===== src/rtl/cpz_pkg.sv =====
package cpz_pkg;
   localparam int B_CLK   = 0;
   localparam int B_RST   = 1;
   localparam int B_MEM   = 4;
   localparam int B_DOM   = 5;
   localparam int B_ISO   = 6;
   localparam int B_MAN   = 7;
   localparam int S_DOMG  = 28;
   localparam int S_MEMG  = 29;
   localparam int S_ALIVE = 31;
   localparam logic [7:0] CTL_MASK = 8'hF3;

   typedef enum logic [4:0] {
      ST_IDLE, U_ISO, U_MAN, U_DOM, U_MEM, U_WMEM, U_CLK, U_WDOM, U_UNISO,
      U_REL, D_MAN, D_RST, D_CLK, D_ISO, D_MEM, D_WMEM, D_DOM, D_WDOM,
      ST_HCLR, ST_HSET, ST_FAULT
   } seq_state_t;
endpackage


===== src/rtl/cpz_timer.sv =====
module cpz_timer #(
   parameter int unsigned LIMIT = 1000
) (
   input  logic clk,
   input  logic rst_n,
   input  logic load,
   input  logic run,
   output logic expired
);
   localparam int W = $clog2(LIMIT + 1);

   if (LIMIT < 1) begin : g_bad_limit
      $error("cpz_timer: LIMIT must be at least 1");
   end

   logic [W-1:0] cnt;

   always_ff @(posedge clk or negedge rst_n) begin
      if (!rst_n)               cnt <= '0;
      else if (load)            cnt <= W'(LIMIT);
      else if (run && cnt != 0) cnt <= cnt - 1'b1;
   end

   assign expired = run && (cnt == '0);
endmodule


===== src/rtl/cpz_seq.sv =====
module cpz_seq
   import cpz_pkg::*;
#(
   parameter int N  = 4,
   parameter int CW = 2
) (
   input  logic          clk,
   input  logic          rst_n,
   input  logic          req_up,
   input  logic          req_down,
   input  logic [CW-1:0] req_core,
   input  logic [N-1:0]  alive,
   input  logic [N-1:0]  mem_good,
   input  logic [N-1:0]  dom_good,
   input  logic          tmo_expired,
   output logic [CW-1:0] core_sel,
   output logic          seq_we,
   output logic [7:0]    seq_mask,
   output logic          seq_val,
   output logic          hold_we,
   output logic          hold_val,
   output logic          tmo_load,
   output logic          tmo_run,
   output logic          busy,
   output logic          done,
   output logic          fault
);
   seq_state_t state;
   logic [CW-1:0] core_q;
   logic          done_q;
   logic          req_ok;
   logic          mg, dg;

   assign req_ok   = int'(req_core) < N;
   assign core_sel = core_q;
   assign mg       = mem_good[core_q];
   assign dg       = dom_good[core_q];

   // One control bit per step state.
   always_comb begin
      seq_we   = 1'b1;
      seq_mask = '0;
      seq_val  = 1'b1;
      tmo_load = 1'b0;
      unique case (state)
         U_ISO:   seq_mask[B_ISO] = 1'b1;
         U_MAN:   seq_mask[B_MAN] = 1'b1;
         U_DOM:   seq_mask[B_DOM] = 1'b1;
         U_MEM:   begin seq_mask[B_MEM] = 1'b1; tmo_load = 1'b1; end
         U_CLK:   begin seq_mask[B_CLK] = 1'b1; tmo_load = 1'b1; end
         U_UNISO: begin seq_mask[B_ISO] = 1'b1; seq_val = 1'b0; end
         U_REL:   seq_mask[B_RST] = 1'b1;
         D_MAN:   seq_mask[B_MAN] = 1'b1;
         D_RST:   begin seq_mask[B_RST] = 1'b1; seq_val = 1'b0; end
         D_CLK:   begin seq_mask[B_CLK] = 1'b1; seq_val = 1'b0; end
         D_ISO:   seq_mask[B_ISO] = 1'b1;
         D_MEM:   begin seq_mask[B_MEM] = 1'b1; seq_val = 1'b0; tmo_load = 1'b1; end
         D_DOM:   begin seq_mask[B_DOM] = 1'b1; seq_val = 1'b0; tmo_load = 1'b1; end
         default: seq_we = 1'b0;
      endcase
   end

   assign tmo_run  = (state == U_WMEM) || (state == U_WDOM) ||
                     (state == D_WMEM) || (state == D_WDOM);
   assign hold_we  = (state == ST_HCLR) || (state == ST_HSET);
   assign hold_val = (state == ST_HSET);
   assign busy     = (state != ST_IDLE) && (state != ST_FAULT);
   assign fault    = (state == ST_FAULT);
   assign done     = done_q;

   always_ff @(posedge clk or negedge rst_n) begin
      if (!rst_n) begin
         state  <= ST_IDLE;
         core_q <= '0;
         done_q <= 1'b0;
      end else begin
         done_q <= 1'b0;
         unique case (state)
            ST_IDLE:
               if (req_up && req_ok) begin
                  core_q <= req_core;
                  state  <= alive[req_core] ? ST_HCLR : U_ISO;
               end else if (req_down && req_ok && req_core != '0) begin
                  core_q <= req_core;
                  state  <= D_MAN;
               end
            U_ISO:   state <= U_MAN;
            U_MAN:   state <= U_DOM;
            U_DOM:   state <= U_MEM;
            U_MEM:   state <= U_WMEM;
            U_WMEM:  if (mg) state <= U_CLK; else if (tmo_expired) state <= ST_FAULT;
            U_CLK:   state <= U_WDOM;
            U_WDOM:  if (dg) state <= U_UNISO; else if (tmo_expired) state <= ST_FAULT;
            U_UNISO: state <= U_REL;
            U_REL:   state <= ST_HCLR;
            D_MAN:   state <= D_RST;
            D_RST:   state <= D_CLK;
            D_CLK:   state <= D_ISO;
            D_ISO:   state <= D_MEM;
            D_MEM:   state <= D_WMEM;
            D_WMEM:  if (!mg) state <= D_DOM; else if (tmo_expired) state <= ST_FAULT;
            D_DOM:   state <= D_WDOM;
            D_WDOM:  if (!dg) state <= ST_HSET; else if (tmo_expired) state <= ST_FAULT;
            ST_HCLR, ST_HSET: begin
               state  <= ST_IDLE;
               done_q <= 1'b1;
            end
            default: state <= ST_FAULT;
         endcase
      end
   end
endmodule


===== src/rtl/cpz_regs.sv =====
module cpz_regs
   import cpz_pkg::*;
#(
   parameter int N         = 4,
   parameter int CW        = 2,
   parameter int ADDR_W    = 8,
   parameter int CTL_BASE  = 'h00,
   parameter int RCFG_ADDR = 'h20,
   parameter int BOOT_BASE = 'h40
) (
   input  logic              clk,
   input  logic              rst_n,
   input  logic              sw_we,
   input  logic [ADDR_W-1:0] sw_addr,
   input  logic [31:0]       sw_wdata,
   output logic [31:0]       sw_rdata,
   input  logic              seq_we,
   input  logic [CW-1:0]     seq_core,
   input  logic [7:0]        seq_mask,
   input  logic              seq_val,
   input  logic              hold_we,
   input  logic              hold_val,
   input  logic [N-1:0]      mem_good,
   input  logic [N-1:0]      dom_good,
   input  logic [N-1:0]      alive,
   output logic [7:0]        ctl     [N],
   output logic [N-1:0]      hold,
   output logic [31:0]       boot_lo [N]
);
   logic [31:0] boot_hi [N];

   for (genvar c = 0; c < N; c++) begin : g_core
      localparam logic [ADDR_W-1:0] A_CTL = ADDR_W'(CTL_BASE + 4 * c);
      localparam logic [ADDR_W-1:0] A_BH  = ADDR_W'(BOOT_BASE + 8 * c);
      localparam logic [ADDR_W-1:0] A_BL  = ADDR_W'(BOOT_BASE + 8 * c + 4);
      logic [7:0]  ctl_q;
      logic [31:0] bh_q, bl_q;

      always_ff @(posedge clk or negedge rst_n) begin
         if (!rst_n) begin
            ctl_q <= '0;
         end else if (seq_we && seq_core == CW'(c)) begin
            ctl_q <= (ctl_q & ~seq_mask) | (seq_val ? seq_mask : 8'h00);
         end else if (sw_we && sw_addr == A_CTL) begin
            ctl_q <= sw_wdata[7:0] & CTL_MASK;
         end
      end

      always_ff @(posedge clk or negedge rst_n) begin
         if (!rst_n) begin
            bh_q <= '0;
            bl_q <= '0;
         end else if (sw_we) begin
            if (sw_addr == A_BH) bh_q <= sw_wdata;
            if (sw_addr == A_BL) bl_q <= sw_wdata;
         end
      end

      assign ctl[c]     = ctl_q;
      assign boot_hi[c] = bh_q;
      assign boot_lo[c] = bl_q;
   end

   always_ff @(posedge clk or negedge rst_n) begin
      if (!rst_n)                                      hold <= '1;
      else if (hold_we)                                hold[seq_core] <= hold_val;
      else if (sw_we && sw_addr == ADDR_W'(RCFG_ADDR)) hold <= sw_wdata[N-1:0];
   end

   always_comb begin
      sw_rdata = '0;
      if (sw_addr == ADDR_W'(RCFG_ADDR)) sw_rdata = 32'(hold);
      for (int c = 0; c < N; c++) begin
         if (sw_addr == ADDR_W'(CTL_BASE + 4 * c)) begin
            sw_rdata          = 32'(ctl[c]);
            sw_rdata[S_ALIVE] = alive[c];
            sw_rdata[S_MEMG]  = mem_good[c];
            sw_rdata[S_DOMG]  = dom_good[c];
         end
         if (sw_addr == ADDR_W'(BOOT_BASE + 8 * c))     sw_rdata = boot_hi[c];
         if (sw_addr == ADDR_W'(BOOT_BASE + 8 * c + 4)) sw_rdata = boot_lo[c];
      end
   end
endmodule


===== src/rtl/core_pwr_seq.sv =====
module core_pwr_seq
   import cpz_pkg::*;
#(
   parameter int N_CORES    = 4,
   parameter int ADDR_W     = 8,
   parameter int CLK_HZ     = 100_000_000,
   parameter int WAIT_MS    = 500,
   parameter int TMO_CYCLES = CLK_HZ / 1000 * WAIT_MS,
   parameter int CTL_BASE   = 'h00,
   parameter int RCFG_ADDR  = 'h20,
   parameter int BOOT_BASE  = 'h40,
   localparam int CW        = (N_CORES > 1) ? $clog2(N_CORES) : 1
) (
   input  logic                 clk,
   input  logic                 rst_n,
   input  logic                 reg_we,
   input  logic [ADDR_W-1:0]    reg_addr,
   input  logic [31:0]          reg_wdata,
   output logic [31:0]          reg_rdata,
   input  logic                 req_up,
   input  logic                 req_down,
   input  logic [CW-1:0]        req_core,
   input  logic [N_CORES-1:0]   sts_mem_good,
   input  logic [N_CORES-1:0]   sts_dom_good,
   input  logic [N_CORES-1:0]   sts_alive,
   output logic [N_CORES-1:0]   core_clk_en,
   output logic [N_CORES-1:0]   core_rst_rel,
   output logic [N_CORES-1:0]   core_mem_pwr,
   output logic [N_CORES-1:0]   core_dom_pwr,
   output logic [N_CORES-1:0]   core_iso,
   output logic [N_CORES-1:0]   core_manual,
   output logic [N_CORES-1:0]   core_hold,
   output logic [32*N_CORES-1:0] boot_vec,
   output logic                 busy,
   output logic                 done,
   output logic                 fault
);
   if (N_CORES < 2 || N_CORES > 32) begin : g_bad_n
      $error("core_pwr_seq: N_CORES must be 2..32");
   end
   if (CTL_BASE + 4 * N_CORES > RCFG_ADDR || RCFG_ADDR >= BOOT_BASE ||
       BOOT_BASE + 8 * N_CORES > (1 << ADDR_W)) begin : g_bad_map
      $error("core_pwr_seq: register windows overlap or exceed ADDR_W");
   end
   if (TMO_CYCLES < 1) begin : g_bad_tmo
      $error("core_pwr_seq: TMO_CYCLES must be positive");
   end

   logic [CW-1:0] core_sel;
   logic          seq_we, seq_val, hold_we, hold_val;
   logic [7:0]    seq_mask;
   logic          tmo_load, tmo_run, tmo_expired;
   logic [7:0]    ctl     [N_CORES];
   logic [31:0]   boot_lo [N_CORES];

   cpz_seq #(.N(N_CORES), .CW(CW)) u_seq (
      .clk, .rst_n, .req_up, .req_down, .req_core,
      .alive(sts_alive), .mem_good(sts_mem_good), .dom_good(sts_dom_good),
      .tmo_expired, .core_sel, .seq_we, .seq_mask, .seq_val,
      .hold_we, .hold_val, .tmo_load, .tmo_run, .busy, .done, .fault
   );

   cpz_timer #(.LIMIT(TMO_CYCLES)) u_tmr (
      .clk, .rst_n, .load(tmo_load), .run(tmo_run), .expired(tmo_expired)
   );

   cpz_regs #(
      .N(N_CORES), .CW(CW), .ADDR_W(ADDR_W), .CTL_BASE(CTL_BASE),
      .RCFG_ADDR(RCFG_ADDR), .BOOT_BASE(BOOT_BASE)
   ) u_regs (
      .clk, .rst_n, .sw_we(reg_we & ~busy), .sw_addr(reg_addr),
      .sw_wdata(reg_wdata), .sw_rdata(reg_rdata), .seq_we, .seq_core(core_sel),
      .seq_mask, .seq_val, .hold_we, .hold_val, .mem_good(sts_mem_good),
      .dom_good(sts_dom_good), .alive(sts_alive), .ctl, .hold(core_hold), .boot_lo
   );

   for (genvar c = 0; c < N_CORES; c++) begin : g_out
      assign core_clk_en[c]       = ctl[c][B_CLK];
      assign core_rst_rel[c]      = ctl[c][B_RST];
      assign core_mem_pwr[c]      = ctl[c][B_MEM];
      assign core_dom_pwr[c]      = ctl[c][B_DOM];
      assign core_iso[c]          = ctl[c][B_ISO];
      assign core_manual[c]       = ctl[c][B_MAN];
      assign boot_vec[32*c +: 32] = boot_lo[c];
   end
endmodule


===== config.mk =====
export PLATFORM = sky130hd
export DESIGN_NAME = core_pwr_seq
export DESIGN_NICKNAME = d
export VERILOG_FILES = /design/src/rtl/cpz_pkg.sv /design/src/rtl/cpz_timer.sv /design/src/rtl/cpz_seq.sv /design/src/rtl/cpz_regs.sv /design/src/rtl/core_pwr_seq.sv
export SDC_FILE = /design/constraint.sdc
export NUM_CORES = 1
export LEC_CHECK = 0
export BUFFER_PORTS_ARGS = -buffer_cell sky130_fd_sc_hd__buf_2
export CORE_ASPECT_RATIO = 0.5
export CORE_MARGIN = 4
export CORE_UTILIZATION = 45
export DETAILED_ROUTE_END_ITERATION = 7
export GPL_ROUTABILITY_DRIVEN = 1
export GPL_TIMING_DRIVEN = 0
export PLACE_DENSITY = 0.66
export SLEW_MARGIN = 0
export SYNTH_ARGS = -nofsm -noshare
export SYNTH_HDL_FRONTEND = slang
export SYNTH_SLANG_ARGS = --single-unit
export TNS_END_PERCENT = 10

===== constraint.sdc =====
create_clock -name clk -period 5.72 [get_ports clk]
set_clock_uncertainty 0.05 [all_clocks]
set_input_delay 0.286 -clock clk [delete_from_list [all_inputs] [get_ports clk]]
set_output_delay 0.286 -clock clk [all_outputs]
set_load 0.01 [all_outputs]

Word-level counts from Yosys, hierarchy flattened --
Index checks and enable logic that the tools add are counted. Widths: inputs -> output; s select.
Word-level totals: bits in registers 326, bits of input ports 59, output and inout bits 191, word-level logic and storage cells 175
Cells by class: add/sub/neg operators 1, $lt $le $gt $ge 3, equal/unequal tests 37, muxes and demuxes 55, bitwise logic cells 11, reduce and logical (&&, ||, !) cells 51
Operators with widths (count):
- $mux 32 | 12
- $pmux 5 s19 | 1
- $mux 8 | 9
- $eq 8x7->1 const B | 8
- $mux 26 | 2
- $eq 5x4->1 const B | 8
- $mux 5 | 8
- $and 8x8->8 | 4
- $or 8x8->8 | 4
- $logic_not 26->1 | 1
- $reduce_bool 26->1 | 1
- $sub 26x1->26 const B | 1
- $eq 5x5->1 const B | 5
- $eq 5x3->1 const B | 4
- $reduce_and 2->1 | 9
- $eq 8x4->1 const B | 2
- $reduce_bool 2->1 | 8
- $logic_and 1x1->1 | 14
- $mux 1 | 13
- $reduce_or 13->1 | 1
- $mux 4 | 3
- $reduce_or 2->1 | 6
- $eq 5x2->1 const B | 2
- $eq 8x3->1 const B | 1
- 23 further kinds | 31

Logic depth before layout (Yosys ltp) --
depth after elaboration 14, depth in mapped cells 10, gate-level depth less buffers 8

Modules after synthesis --
A second synthesis with hierarchy kept.
Unflattened totals: cells, all modules 1513, area total of the unflattened synthesis 16776.1 sq um
By module, submodules not included:
- cpz_regs | instances 1, cells an instance 1231, area each 14264.9 sq um, seq. area each 7312.0 sq um
- cpz_timer | instances 1, cells an instance 153, area each 1491.4 sq um, seq. area each 650.6 sq um
- cpz_seq | instances 1, cells an instance 128, area each 1006.0 sq um, seq. area each 200.2 sq um
- core_pwr_seq | instances 1, cells an instance 1, area each 13.8 sq um, seq. area each 0.0 sq um

Worst setup path before layout --
Ideal clock, no wire load.
path type input to output, from in reg_addr[3], to out reg_rdata[1], arrival 2.012 ns, required time 5.384 ns, setup slack 3.372 ns, cell stages on the path 7, path buffers 2, cell sequence buf_2 -> nor4_1 -> and2_1 -> buf_2 -> a311oi_1 -> or4_1 -> nand2_1
On the way: cells in the longest elaborated chain, start to end 14, elaborated cells on any way between the ends 26, classes of those cells 12 x eq/ne; 13 x mux; 1 x reduce/logical
RTL lines:
- start, declared | line core_pwr_seq.sv:17 | input logic [ADDR_W-1:0] reg_addr,
- $eq 8x6->1 | line cpz_regs.sv:72 | if (sw_addr == ADDR_W'(RCFG_ADDR)) sw_rdata = 32'(hold);
- $mux 4 | line cpz_regs.sv:72
- $mux 32 | line cpz_regs.sv:74 | if (sw_addr == ADDR_W'(CTL_BASE + 4 * c)) begin
- $mux 32 | line cpz_regs.sv:80 | if (sw_addr == ADDR_W'(BOOT_BASE + 8 * c)) sw_rdata = boot_hi[c];
- $mux 32 | line cpz_regs.sv:81 | if (sw_addr == ADDR_W'(BOOT_BASE + 8 * c + 4)) sw_rdata = boot_lo[c];
- $mux 32 | line cpz_regs.sv:74
- $mux 32 | line cpz_regs.sv:80
- $mux 32 | line cpz_regs.sv:81
- $mux 32 | line cpz_regs.sv:74
- $mux 32 | line cpz_regs.sv:80
- $mux 32 | line cpz_regs.sv:81
- $mux 32 | line cpz_regs.sv:74
- $mux 32 | line cpz_regs.sv:80
- $mux 32 * | line cpz_regs.sv:81
- end, declared | line core_pwr_seq.sv:19 | output logic [31:0] reg_rdata,
Mark *: on every way between the ends. The rest lies on a longest branch, timed or not.

Worst setup path in the final report --
from in reg_addr[3], to out reg_rdata[29]
On the way: cells in the longest elaborated chain, start to end 13, elaborated cells on any way between the ends 24, classes of those cells 11 x eq/ne; 12 x mux; 1 x reduce/logical
RTL lines (line):
- $logic_not 8->1 | cpz_regs.sv:74
- $mux 32 | cpz_regs.sv:74
- $mux 32 | cpz_regs.sv:80
- $mux 32 | cpz_regs.sv:81
- $mux 32 | cpz_regs.sv:74
- $mux 32 | cpz_regs.sv:80
- $mux 32 | cpz_regs.sv:81
- $mux 32 | cpz_regs.sv:74
- $mux 32 | cpz_regs.sv:80
- $mux 32 | cpz_regs.sv:81
- $mux 32 | cpz_regs.sv:74
- $mux 32 | cpz_regs.sv:80
- $mux 32 * | cpz_regs.sv:81
Marks and branches as above.

==> flow_summary.toml <==
[worst_hold_path]
hold_path.class = "in2reg"

[timing]
period_share_pct = 61.4
layout_min_cycle_time_ps = 3510
max_freq_mhz = 285
timing.setup.tns_ps = 0
rsz0062_at_grt = "false"
hold_ws_ps = 11.6
worst_pin_slew_ps = 1300
relSlewSlack_pct = 12.1
setup_viol = 0
hold_viol_final = 0
drv_slew = 0
setup_ws_ps = 2210

[pwr]
seqPwrFrac_pct = 46.4
p_int_mw = 3.95
p_leak_nw = 9.28
switching_share_pct = 31.1
clkPwrFrac_pct = 35.3
pwr-share-comb_pct = 18.2
p_switching_mw = 1.78
power-per-cell-area_nw_per_um2 = 303
peakVddDrop_v = 0.000213

[logic_synthesis]
syn_avg_cell_area_sq_um = 11.0
synthArstFlopShare_pct = 100
ys_types = 80
seq_area_frac_synth_pct = 50.4
synth_edf_count = 0
syn-num-nets = 1492
ys.flop_type = "dfrtp_1"
synth_top_area_share_pct = 49.7
ys_top_cells_by_area = "dfrtp_1 (50%), mux2_2 (18%), nand2_1 (3.4%)"
yosys_register_bits = 318
yosysTopAreaCell = "dfrtp_1"
synthesis.area_sq_um = 15800
syn_inst = 1431
yosys_warnings = 0

[layout]
area_delta_synth_final_pct = 19.8
drive_gt1_share_pct = 35.1
insertedDiodeCount = 0
regArea_sq_um = 7960
multi_input_area_sq_um = 7350
nNetsFinal = 1798
nFillCells = 3098
finalInstanceArea_sq_um = 18900

[worst_setup_path]
cp.buffers_inverters = 5
cp.arrival_ps = 3180
crit_family = "buffers and inverters"
crit_end = "reg_rdata[29]"
crit_chain = "buf_2 -> clkbuf_1 -> clkbuf_1 -> buf_1 -> a32oi_1 -> o32ai_1 -> o2111ai_1 -> o211ai_1 -> buf_2"
critPathLaunchType = "input pin"
r2r_start = "u_seq.state[1]$_DFFE_PN0P_"
r2r_cells = 7
rrSetupSlack_ps = 2540
crit_type = "in2out"
cp_max_fo = 10
cp-startpoint = "reg_addr[3]"
end_kind = "output port"
crit_slowest_cell = "buf_1"
reg2reg_to = "u_regs.g_core[1].bh_q[10]$_DFFE_PN0P_"
cpPeakStageDelay_ps = 670
path_depth = 9
critPathRequiredTime_ps = 5380

[global_route]
antenna_found_initial = 0
first_global_vias = 12800
overflow = 0
track_usage_pct = 27.2
grt_pass1_wl_microns = 80400
grt_max_degree = 116

[routing]
viasPerCell = 5.88
drt_iter0_markers = 1221
drc = 0
ant_nets = 0
routedWlPerCell_microns = 24.0
vias = 13100
wl_met3_microns = 3360
firstDrtPassIters = 6
drt-met1-wl_microns = 22400
met2_length_microns = 25400
routed.top_layer = "met4"
totalWireLength_microns = 53500

[floorplan]
die_area_sq_um = 38400
die_height_microns = 141
num_rows = 48
initial_core_util_pct = 45.8
ioPinCount = 250
chipWidth_microns = 273
design.core.area_sq_um = 34500

[clock_network]
cts_hold_buf = 26
cts-htree-levels = 1
postCtsSetupBuffers = 0
cts-buffers-inserted = 29
cts_buffer_depth = 3
cts-resized-gates = 0
clk_pin_slew_ps = 70
cts.sinks = 318
clock_latency_ps = 590
root_buffer = "clkbuf_16"
cts_tree = "built"

[placement]
pre_cts_ws_ps = 2230
dp_hpwl_microns = 38400
port_buffers = 247
placed_area_sq_um = 17700
gp_congestion = 0.975

[flow_run]
cap_viol_max_count = 0

[outcome]
status = "finished, final reports clean"
[cells by family after synthesis]
group                    Yosys count  share of synthesized area [%]
AND/OR/NAND/NOR                  392                           12.0
flip-flops                       318                           50.4
AO/OA/AOI/OAI                    293                           12.4
multiplexers                     290                           20.9
buffers and inverters            118                           3.14
XOR/XNOR                          18                          0.998
adder cells (fa/ha/maj)            2                          0.158
[worst min-delay path by stage]
stage	slack (ps)	end	from	cells past startpoint
after floorplan	-60	u_regs.g_core[0].bh_q[0]$_DFFE_PN0P_	rst_n	0
after global placement	420	u_tmr.cnt[11]$_DFFE_PN0P_	u_tmr.cnt[11]$_DFFE_PN0P_	1
after detailed placement	330	u_regs.g_core[3].ctl_q[5]$_DFFE_PN0P_	rst_n	1
after CTS	0.2	u_regs.g_core[2].bl_q[19]$_DFFE_PN0P_	reg_wdata[19]	2
after global routing	20	u_regs.g_core[3].bh_q[19]$_DFFE_PN0P_	reg_wdata[19]	2
final	10	u_regs.g_core[2].bh_q[18]$_DFFE_PN0P_	reg_wdata[18]	2
[worst register-to-register path: stages, from the launching register on]
cell	delay [ps]
dfrtp_1	360
clkbuf_1	210
nor4b_1	310
and3_1	410
clkbuf_1	490
nand2_1	310
buf_1	480
mux2_1	460
[area by class of cell]
class | instances | area share [%]
Inverter | 15 | 0.297
Tap cell | 475 | 3.14
Timing Repair Buffer | 275 | 8.25
Multi-Input combinational cell | 995 | 38.8
Clock inverter | 13 | 0.720
Clock buffer | 41 | 4.39
Buffer | 103 | 2.33
Sequential cell | 318 | 42.1
[metal layers]
metal / vias to the layer above / track usage, %
met5: - / 0
met4: 0 / 11.1
met3: 123 / 4.14
met2: 490 / 44.5
met1: 6691 / 36.7
li1: 5832 / -
[cell usage in the layout (no fill, tap or decap), drive strengths merged, types with 9 or more instances in the layout]
cell,synthesis,routed
a211oi,22,22
xor2,16,16
o21ai,69,69
clkinv,0,9
a22oi,26,26
buf,47,296
o211ai,10,10
nand2,144,144
clkbuf,56,97
a21oi,71,71
mux2i,25,25
dfrtp,314,314
dlygate4sd3,0,26
mux2,259,259
o22ai,9,9
inv,15,16
nand3,44,44
nand2b,12,12
nor2,100,100
nor3,17,17
a221oi,23,23
[flip-flops by register name (all words and copies together) (netlist names)]
signal / cells
u_regs.g_core.ctl_q: 24
u_seq.state: 5
u_tmr.cnt: 26
u_seq.done: 1
u_regs.hold: 4
u_seq.core_sel: 2
u_regs.g_core.bl_q: 128
u_regs.g_core.bh_q: 128
[through the flow]
stage               utilization [%]  cells  total power [mW]
finish                         54.8   2235              5.73
global route                   54.8   2235              5.95
CTS                            54.8   2235              5.75
detailed placement             51.3   2155              3.72
global placement               51.1   2153              3.70
floorplan                         -   1431              3.22
[power by group through the flow]
| stage | sequential, mW | clock [mW] | combinational (mW) |
|---|---|---|---|
| 2_1_floorplan | 2.66 | 0 | 0.560 |
| 3_3_place_gp | 2.69 | 0 | 1.01 |
| 3_5_place_dp | 2.70 | 0 | 1.03 |
| 4_1_cts | 2.65 | 2.05 | 1.05 |
| 5_1_grt | 2.68 | 2.13 | 1.14 |
| 6_report | 2.66 | 2.02 | 1.05 |
[cell usage after synthesis (all sizes together), types with 4 or more instances]
library cell / number
a211oi: 22
a21oi: 71
a221o: 4
a221oi: 23
a222oi: 4
a22o: 4
a22oi: 26
a311oi: 4
and2: 7
and3: 4
buf: 47
clkbuf: 56
dfrtp: 314
dfstp: 4
inv: 15
mux2: 259
mux2i: 25
mux4: 6
nand2: 144
nand2b: 12
nand3: 44
nand3b: 7
nand4: 4
nor2: 100
nor2b: 7
nor3: 17
nor4: 7
nor4b: 7
o211ai: 10
o21a: 8
o21ai: 69
o22ai: 9
o31ai: 5
o32ai: 4
o41ai: 5
or2: 7
or3: 7
or4: 7
xor2: 16
Note: power is estimated with default switching activity, not from simulation.
